==> src/rtl/pid_pkg.sv <==
`timescale 1ns/1ps
package pid_pkg;
    localparam int MODE_W   = 4;
    localparam int MODE_LSB = 16;

    typedef enum logic [MODE_W-1:0] {
        MD_OFF  = 4'h0,
        MD_LOW  = 4'h8,
        MD_RISE = 4'h9,
        MD_FALL = 4'hA,
        MD_BOTH = 4'hB,
        MD_HIGH = 4'hC
    } mode_e;

    // Evaluate one pin's detection condition for its code.
    function automatic logic eval_hit(logic [MODE_W-1:0] code, logic lvl, logic prev);
        logic r;
        case (code)
            MD_LOW:  r = ~lvl;
            MD_HIGH: r = lvl;
            MD_RISE: r = lvl & ~prev;
            MD_FALL: r = ~lvl & prev;
            MD_BOTH: r = lvl ^ prev;
            default: r = 1'b0;
        endcase
        return r;
    endfunction
endpackage

==> src/rtl/pid_cfg_regs.sv <==
`timescale 1ns/1ps
module pid_cfg_regs
    import pid_pkg::*;
#(
    parameter int NPIN = 32,
    localparam int IDX_W = $clog2(NPIN)
) (
    input  logic                             clk,
    input  logic                             rst_n,
    input  logic                             we,
    input  logic [IDX_W-1:0]                 idx,
    input  logic [MODE_W-1:0]                wval,
    output logic [NPIN-1:0][MODE_W-1:0]      mode
);
    typedef struct packed {
        logic [NPIN-1:0][MODE_W-1:0] mode;
    } cfg_s;

    cfg_s st_d, st_q;

    always_comb begin
        st_d = st_q;
        if (we) begin
            st_d.mode[idx] = wval;
        end
    end

    always_ff @(posedge clk or negedge rst_n) begin
        if (!rst_n) begin
            st_q <= '0;
        end else begin
            st_q <= st_d;
        end
    end

    assign mode = st_q.mode;
endmodule

==> src/rtl/pid_detect.sv <==
`timescale 1ns/1ps
module pid_detect
    import pid_pkg::*;
#(
    parameter int NPIN = 32
) (
    input  logic                         clk,
    input  logic                         rst_n,
    input  logic [NPIN-1:0]              pin_lvl,
    input  logic [NPIN-1:0][MODE_W-1:0]  mode,
    output logic [NPIN-1:0]              hit_vec
);
    typedef struct packed {
        logic [NPIN-1:0] prev;
    } det_s;

    det_s st_d, st_q;

    // The reference level follows the pin regardless of the code.
    always_comb begin
        st_d      = st_q;
        st_d.prev = pin_lvl;
    end

    always_ff @(posedge clk or negedge rst_n) begin
        if (!rst_n) begin
            st_q <= '0;
        end else begin
            st_q <= st_d;
        end
    end

    for (genvar i = 0; i < NPIN; i++) begin : g_pin
        always_comb begin
            hit_vec[i] = eval_hit(mode[i], pin_lvl[i], st_q.prev[i]);
        end
    end
endmodule

==> src/rtl/pid_flags.sv <==
`timescale 1ns/1ps
module pid_flags #(
    parameter int NPIN = 32
) (
    input  logic            clk,
    input  logic            rst_n,
    input  logic [NPIN-1:0] hit_vec,
    input  logic [NPIN-1:0] clr_vec,
    output logic [NPIN-1:0] flags
);
    typedef struct packed {
        logic [NPIN-1:0] flags;
    } flg_s;

    flg_s st_d, st_q;

    // A set and a clear on the same bit: the set is kept.
    always_comb begin
        st_d       = st_q;
        st_d.flags = (st_q.flags & ~clr_vec) | hit_vec;
    end

    always_ff @(posedge clk or negedge rst_n) begin
        if (!rst_n) begin
            st_q <= '0;
        end else begin
            st_q <= st_d;
        end
    end

    assign flags = st_q.flags;
endmodule

==> src/rtl/pin_irq_detector.sv <==
`timescale 1ns/1ps
module pin_irq_detector
    import pid_pkg::*;
#(
    parameter int NPIN     = 32,
    parameter int ADDR_W   = 8,
    parameter int DATA_W   = 32,
    parameter int STAT_OFS = 'hA0
) (
    input  logic              clk,
    input  logic              rst_n,
    input  logic [NPIN-1:0]   pin_lvl,
    input  logic              wr_en,
    input  logic [ADDR_W-1:0] addr,
    input  logic [DATA_W-1:0] wdata,
    output logic [DATA_W-1:0] rdata,
    output logic              irq_out
);
    localparam int IDX_W     = $clog2(NPIN);
    localparam int CTRL_SPAN = NPIN * 4;

    logic                        ctrl_hit;
    logic                        stat_hit;
    logic [IDX_W-1:0]            idx;
    logic [NPIN-1:0][MODE_W-1:0] cfg_mode;
    logic [NPIN-1:0]             hit_vec;
    logic [NPIN-1:0]             clr_vec;
    logic [NPIN-1:0]             flags;

    always_comb begin
        ctrl_hit = (addr[1:0] == 2'b00) && (int'(addr) < CTRL_SPAN);
        stat_hit = (int'(addr) == STAT_OFS);
        idx      = addr[2 +: IDX_W];
        clr_vec  = (wr_en && stat_hit) ? wdata[NPIN-1:0] : '0;
    end

    pid_cfg_regs #(.NPIN(NPIN)) u_cfg (
        .clk   (clk),
        .rst_n (rst_n),
        .we    (wr_en && ctrl_hit),
        .idx   (idx),
        .wval  (wdata[MODE_LSB +: MODE_W]),
        .mode  (cfg_mode)
    );

    pid_detect #(.NPIN(NPIN)) u_det (
        .clk     (clk),
        .rst_n   (rst_n),
        .pin_lvl (pin_lvl),
        .mode    (cfg_mode),
        .hit_vec (hit_vec)
    );

    pid_flags #(.NPIN(NPIN)) u_flg (
        .clk     (clk),
        .rst_n   (rst_n),
        .hit_vec (hit_vec),
        .clr_vec (clr_vec),
        .flags   (flags)
    );

    always_comb begin
        rdata = '0;
        if (ctrl_hit) begin
            rdata[MODE_LSB +: MODE_W] = cfg_mode[idx];
        end else if (stat_hit) begin
            rdata[NPIN-1:0] = flags;
        end
    end

    assign irq_out = |flags;
endmodule

==> config.mk <==
export PLATFORM = sky130hd
export DESIGN_NAME = pin_irq_detector
export DESIGN_NICKNAME = d
export VERILOG_FILES = /design/src/rtl/pid_pkg.sv /design/src/rtl/pid_cfg_regs.sv /design/src/rtl/pid_detect.sv /design/src/rtl/pid_flags.sv /design/src/rtl/pin_irq_detector.sv
export SDC_FILE = /design/constraint.sdc
export NUM_CORES = 1
export LEC_CHECK = 0
export ABC_AREA = 1
export BUFFER_PORTS_ARGS = -buffer_cell sky130_fd_sc_hd__clkbuf_2
export CAP_MARGIN = 15
export CELL_PAD_IN_SITES_DETAIL_PLACEMENT = 1
export CELL_PAD_IN_SITES_GLOBAL_PLACEMENT = 2
export CORE_ASPECT_RATIO = 0.6
export CORE_MARGIN = 4
export CORE_UTILIZATION = 37
export DETAILED_ROUTE_END_ITERATION = 8
export GPL_ROUTABILITY_DRIVEN = 0
export GPL_TIMING_DRIVEN = 1
export PLACE_DENSITY_LB_ADDON = 0.1
export SYNTH_ARGS = -nofsm -noshare
export SYNTH_HDL_FRONTEND = slang
export SYNTH_SLANG_ARGS = --single-unit
==> constraint.sdc <==
create_clock -name clk -period 3.5 [get_ports clk]
set_clock_uncertainty 0.05 [all_clocks]
set_input_delay 0.175 -clock clk [delete_from_list [all_inputs] [get_ports clk]]
set_output_delay 0.175 -clock clk [all_outputs]
set_load 0.01 [all_outputs]
After elaboration in Yosys (flattened, before gate mapping)
Index checks and enable logic that the tools add are counted.
- add/subtract/negate cells: 0
- multipliers: 0
- div/mod/pow operators: 0
- magnitude comparators: 3
- eq/ne operators: 161
- shifts and indexed selects: 0
- muxes and demuxes: 42
- bitwise logic cells: 163
- reductions and logical operators: 6
- operators by type and width (cell ; number):
    4-bit equality test, second input constant ; 160
    1-bit case mux with 5 select lines ; 32
    128-bit bitwise mux ; 1
    1-bit AND ; 64
    32-bit 2-to-1 mux ; 2
    1-bit NOT ; 64
    32-bit AND ; 1
    32-bit NOT ; 1
    32-bit bitwise OR ; 1
    32-bit OR reduction ; 1
    1-bit XOR ; 32
    4-bit binary-select mux with 5-bit select ; 1
    4-bit demux with 5-bit select ; 1
    16-bit 2-to-1 mux ; 1
    12-bit 2-to-1 mux ; 1
    4-bit 2-to-1 mux ; 3
    8-bit equality test, second input constant ; 1
    8-bit less-than comparator, second input constant ; 1
    5-bit by 6-bit less-than comparator with 1-bit output, second input constant ; 1
    5-bit by 1-bit >= comparator with 1-bit output, second input constant ; 1
    1-bit logical AND ; 4
    2-bit logical NOT ; 1
- flip-flop bits (word level): 192
- bits in latches: 0
- RAM bits: 0
- bits in read-only memories: 0
- bits of input ports: 75
- memories kept: 0

Longest topological paths before layout
- depth in word-level cells: 6
- gate-level depth with buffers: 13

Modules after synthesis
Synthesis repeated with hierarchy kept, for this count alone.
- cell total of the unflattened synthesis: 1941
- area, all modules: 12609.6 um^2
- by module, submodules not included (module ; instances ; cells an instance ; area each (um^2) ; seq. area each (um^2)):
    pid_cfg_regs ; 1 ; 622 ; 5118.7 ; 3203.1
    pid_detect ; 1 ; 672 ; 4124.0 ; 800.8
    pin_irq_detector ; 1 ; 487 ; 2085.8 ; 0.0
    pid_flags ; 1 ; 160 ; 1281.2 ; 800.8

Worst setup path after synthesis
OpenSTA, ideal clock, no wires.
- path type: in2out
- start point: in addr[3]
- end point: out rdata[10]
- arrival: 1256 ps
- data required time: 3275 ps
- setup slack: 2019 ps
- stages: 8
- path buffers: 3
- cell sequence: buf_2 -> inv_2 -> nand2_1 -> nor2_1 -> nand3_1 -> buf_2 -> buf_2 -> nor2_1
- cells in the longest elaborated chain, start to end: 3
- elaborated cells on any way between the ends: 5
- those cells by class: order compare: 1; eq/ne: 1; mux: 2; reduce/logical: 1
- ends and longest elaborated chain (element ; RTL line ; RTL):
    start: declaration ; pin_irq_detector.sv:14 ; input logic [ADDR_W-1:0] addr,
    8-bit less-than comparator or 8-bit equality test (tied branches) ; pin_irq_detector.sv:31, pin_irq_detector.sv:32 ;
    1-bit logical AND or 32-bit 2-to-1 mux (tied branches) ; pin_irq_detector.sv:31, pin_irq_detector.sv:66 ;
    16-bit 2-to-1 mux * ; pin_irq_detector.sv:64 ; if (ctrl_hit) begin
    end: declaration ; pin_irq_detector.sv:16 ; output logic [DATA_W-1:0] rdata,
Every way passes the cells marked *; elsewhere a longest branch is shown, timed or not.

Worst setup path after layout
- start point: reg u_flg.st_q (netlist bit u_flg.flags[8])
- end point: out irq_out
- cells in the longest elaborated chain, start to end: 1
- ends and longest elaborated chain (element ; RTL line ; RTL):
    start: declaration ; pid_flags.sv:15 ; flg_s st_d, st_q;
    start signal: assignment ; pid_flags.sv:27 ; st_q <= st_d;
    32-bit OR reduction ; pin_irq_detector.sv:71 ; assign irq_out = |flags;
    end: declaration ; pin_irq_detector.sv:17 ; output logic irq_out
Every way passes these cells.

==> flow_summary.toml <==
[worst_setup_path]
arrival_ns = 2.45
required_ns = 3.27
cp.buffers_inverters = 1
crit_path_max_incr_delay_ns = 0.58
cp-start-kind = "flop"
cp-end-kind = "output port"
cp_slowest_cell = "nor4_1"
crit_path_max_fanout = 3
crit_family = "simple AND/OR/NAND/NOR gates"
path_cells = "nor4_1, nand4_1, or2_2, clkbuf_2"
path_class = "reg2out"

[clock_network]
cts_buffer_depth = 2
clk_latency_ns = 0.46
cts_setup_buffers = 0
cts_buffers = 17
clk_pin_slew_ns = 0.07
cts_tree = "yes"
cts_sinks = 192
h-tree-depth = 4
cts-root-buf = "clkbuf_16"
post_cts_resized = 0

[logic_synthesis]
synth_compound_area_share_pct = 13.1
synth_edf_count = 0
yosys.area_share.simple_pct = 28.3
synth_top_family_by_area = "simple AND/OR/NAND/NOR gates"
yosysWarnings = 0
async_flop_share_pct = 100
synth_top_cell_by_area = "dfrtp_1"
syn_area_per_cell_sq_um = 7.21
syn_inst = 1531
ys_ff_latch = 192
ys_types = 27
netlist_top_cells_count = "nand2_1 (658), o21ai_0 (227), dfrtp_1 (192)"
yosysMostFrequentCell = "nand2_1"
synthAdderAreaFrac_pct = 7.25
synth-xor-area-share_pct = 0
synth_fp_nets = 1670
synth_top_area_share_pct = 43.5
yosysSeqAreaShare_pct = 43.5
muxShareOfSynthArea_pct = 0
synth-main-ff-cell = "dfrtp_1"
syn_area_sq_um = 11000
synthTopCellsByArea = "dfrtp_1 (44%), nand2_1 (22%), o21ai_0 (10%)"

[timing]
max_freq_ghz = 0.374
slew_headroom_pct = 29.6
fin_crit_sh_pct = 76.4
setup_slack_ns = 0.826
worst_pin_slew_ns = 1.05
rsz0062_at_grt = "no"
setup_violations = 0
hold_viol_final = 0
post-route-min-period_ns = 2.67
timing.hold.ws_ns = 0.0207
maxSlewViolCount = 0
finalSetupTns_ns = 0

[place]
io_buffers = 107
dp_hpwl_um = 26100
dp_slack_ns = 1.10

[layout]
drive_gt1_share_pct = 9.78
final_nets = 1836
post-route-util_pct = 45.5
synthToLayoutAreaGrowth_pct = 19.8
antennaDiodeCount = 0

[power]
switching_power_mw = 1.63
internal-power_mw = 3.79
power_density_nw_per_um2 = 410
pwr-share-clk_pct = 35.4
p_total_mw = 5.42
power.leakage_nw = 6.75
p_seq_share_pct = 49.6
combinationalPowerShare_pct = 15.0
switching_share_pct = 30.1
peakVddDrop_uv = 348

[grt]
antenna_found_initial = 0
gr-usage-all-layers_pct = 23.2
first_global_vias = 10707
grt_start_max_net_pins = 83
overflow = 0
grt_pass1_wl_um = 59900

[floorplan]
io_pins = 108
rows = 48
fp.dieW_um = 231
start_util_pct = 38.0
die_area_sq_um = 32800
core_area_sq_um = 29100
die_height_um = 142

[routing]
drc = 0
avgRoutedWirePerCell_um = 17.5
drtAntennaViolNets = 0
wirelength_um = 36800
routed_via_density = 4.94
vias = 10403
first_iter_violations = 665
drt_pass1_iterations = 5

[worst_hold_path]
hp-class = "in2reg"

[run]
maxCapViolCount = 0

[status]
outcome = "complete, no violations"
-- power by group through the flow --
stage / sequential, mW / clock [mW] / combinational (mW)
final: 2.69 / 1.92 / 0.810
after global routing: 2.73 / 2.04 / 0.944
after CTS: 2.69 / 1.96 / 0.822
after detailed placement: 2.73 / 0 / 0.762
after global placement: 2.73 / 0 / 0.736
after floorplan: 2.64 / 0 / 0.467
-- cells by family (layout without fill, tap and decap cells) --
| logic type | after synthesis | after routing |
|---|---|---|
| flops | 192 | 192 |
| simple gates | 782 | 782 |
| fa+ha+maj | 64 | 64 |
| buf+inv | 219 | 395 |
| compound gates | 274 | 274 |
-- path summary, 6_finish.rpt --
check	startpoint	to	slack (ns)	depth (start not counted)
min in group asynchronous	rst_n	u_flg.flags[31]$_DFF_PN0_	0.29	2
worst min register to register	u_cfg.mode[18]$_DFFE_PN0P_	u_cfg.mode[18]$_DFFE_PN0P_	0.44	2
max in group asynchronous	rst_n	u_cfg.mode[68]$_DFFE_PN0P_	2.11	3
worst max register to register	u_det.st_q[14]$_DFF_PN0_	u_flg.flags[14]$_DFF_PN0_	1.95	8
worst max-delay path	u_flg.flags[8]$_DFF_PN0_	irq_out	0.83	4
worst min-delay path	wdata[18]	u_cfg.mode[14]$_DFFE_PN0P_	0.02	3
-- registers in the layout, indices dropped and copies added (netlist names) --
| name | flops |
|---|---|
| u_det.st_q | 32 |
| u_flg.flags | 32 |
| u_cfg.mode | 128 |
-- per-layer routing --
layer	up-vias	routed length (um)	global-route usage (%)	part of all wire (%)
met5	-	0	0	0
met2	136	16100	36.2	44
met4	0	455	4.93	1.2
met3	33	1120	3.49	3.0
met1	5063	19100	34.2	52
li1	5171	-	-	-
-- layout by cell type (no fill, tap or decap), drive strengths merged --
| cell type | n |
|---|---|
| a21oi | 8 |
| buf | 15 |
| bufinv | 1 |
| clkbuf | 130 |
| clkinv | 5 |
| clkinvlp | 2 |
| dfrtp | 192 |
| dlygate4sd3 | 64 |
| ha | 64 |
| inv | 178 |
| nand2 | 659 |
| nand3 | 18 |
| nand4 | 6 |
| nor2 | 67 |
| nor3 | 16 |
| nor3b | 7 |
| nor4 | 8 |
| o211ai | 32 |
| o21ai | 234 |
| or2 | 1 |
-- layout make-up --
cell class | count | area, sq um
fill | 3719 | 15800
sequential | 192 | 4800
inverter | 180 | 676
clock buffer | 23 | 478
multi-input combinational | 1120 | 5390
tap | 400 | 500
clock inverter | 6 | 60.1
timing repair buffer | 186 | 1310
-- what timing repair did --
| item | in CTS | in global routing |
|---|---|---|
| setup endpoints to repair | 0 | 0 |
| endpoints found under the hold margin | 145 | 0 |
| hold buffers | 64 | 0 |
-- tightest hold or removal path, cell delays in order --
cell	delay, ns
clkbuf_2	0.18
nand2_1	0.07
o21ai_0	0.06
-- per-stage QoR --
step                      area [sq um]  instances
after detailed placement         12000       2014
after CTS                        13200       2107
after global routing             13200       2107
after floorplan                  11000       1531
final                            13200       2107
after global placement           12000       2014
(Power assumes the default switching activity.)
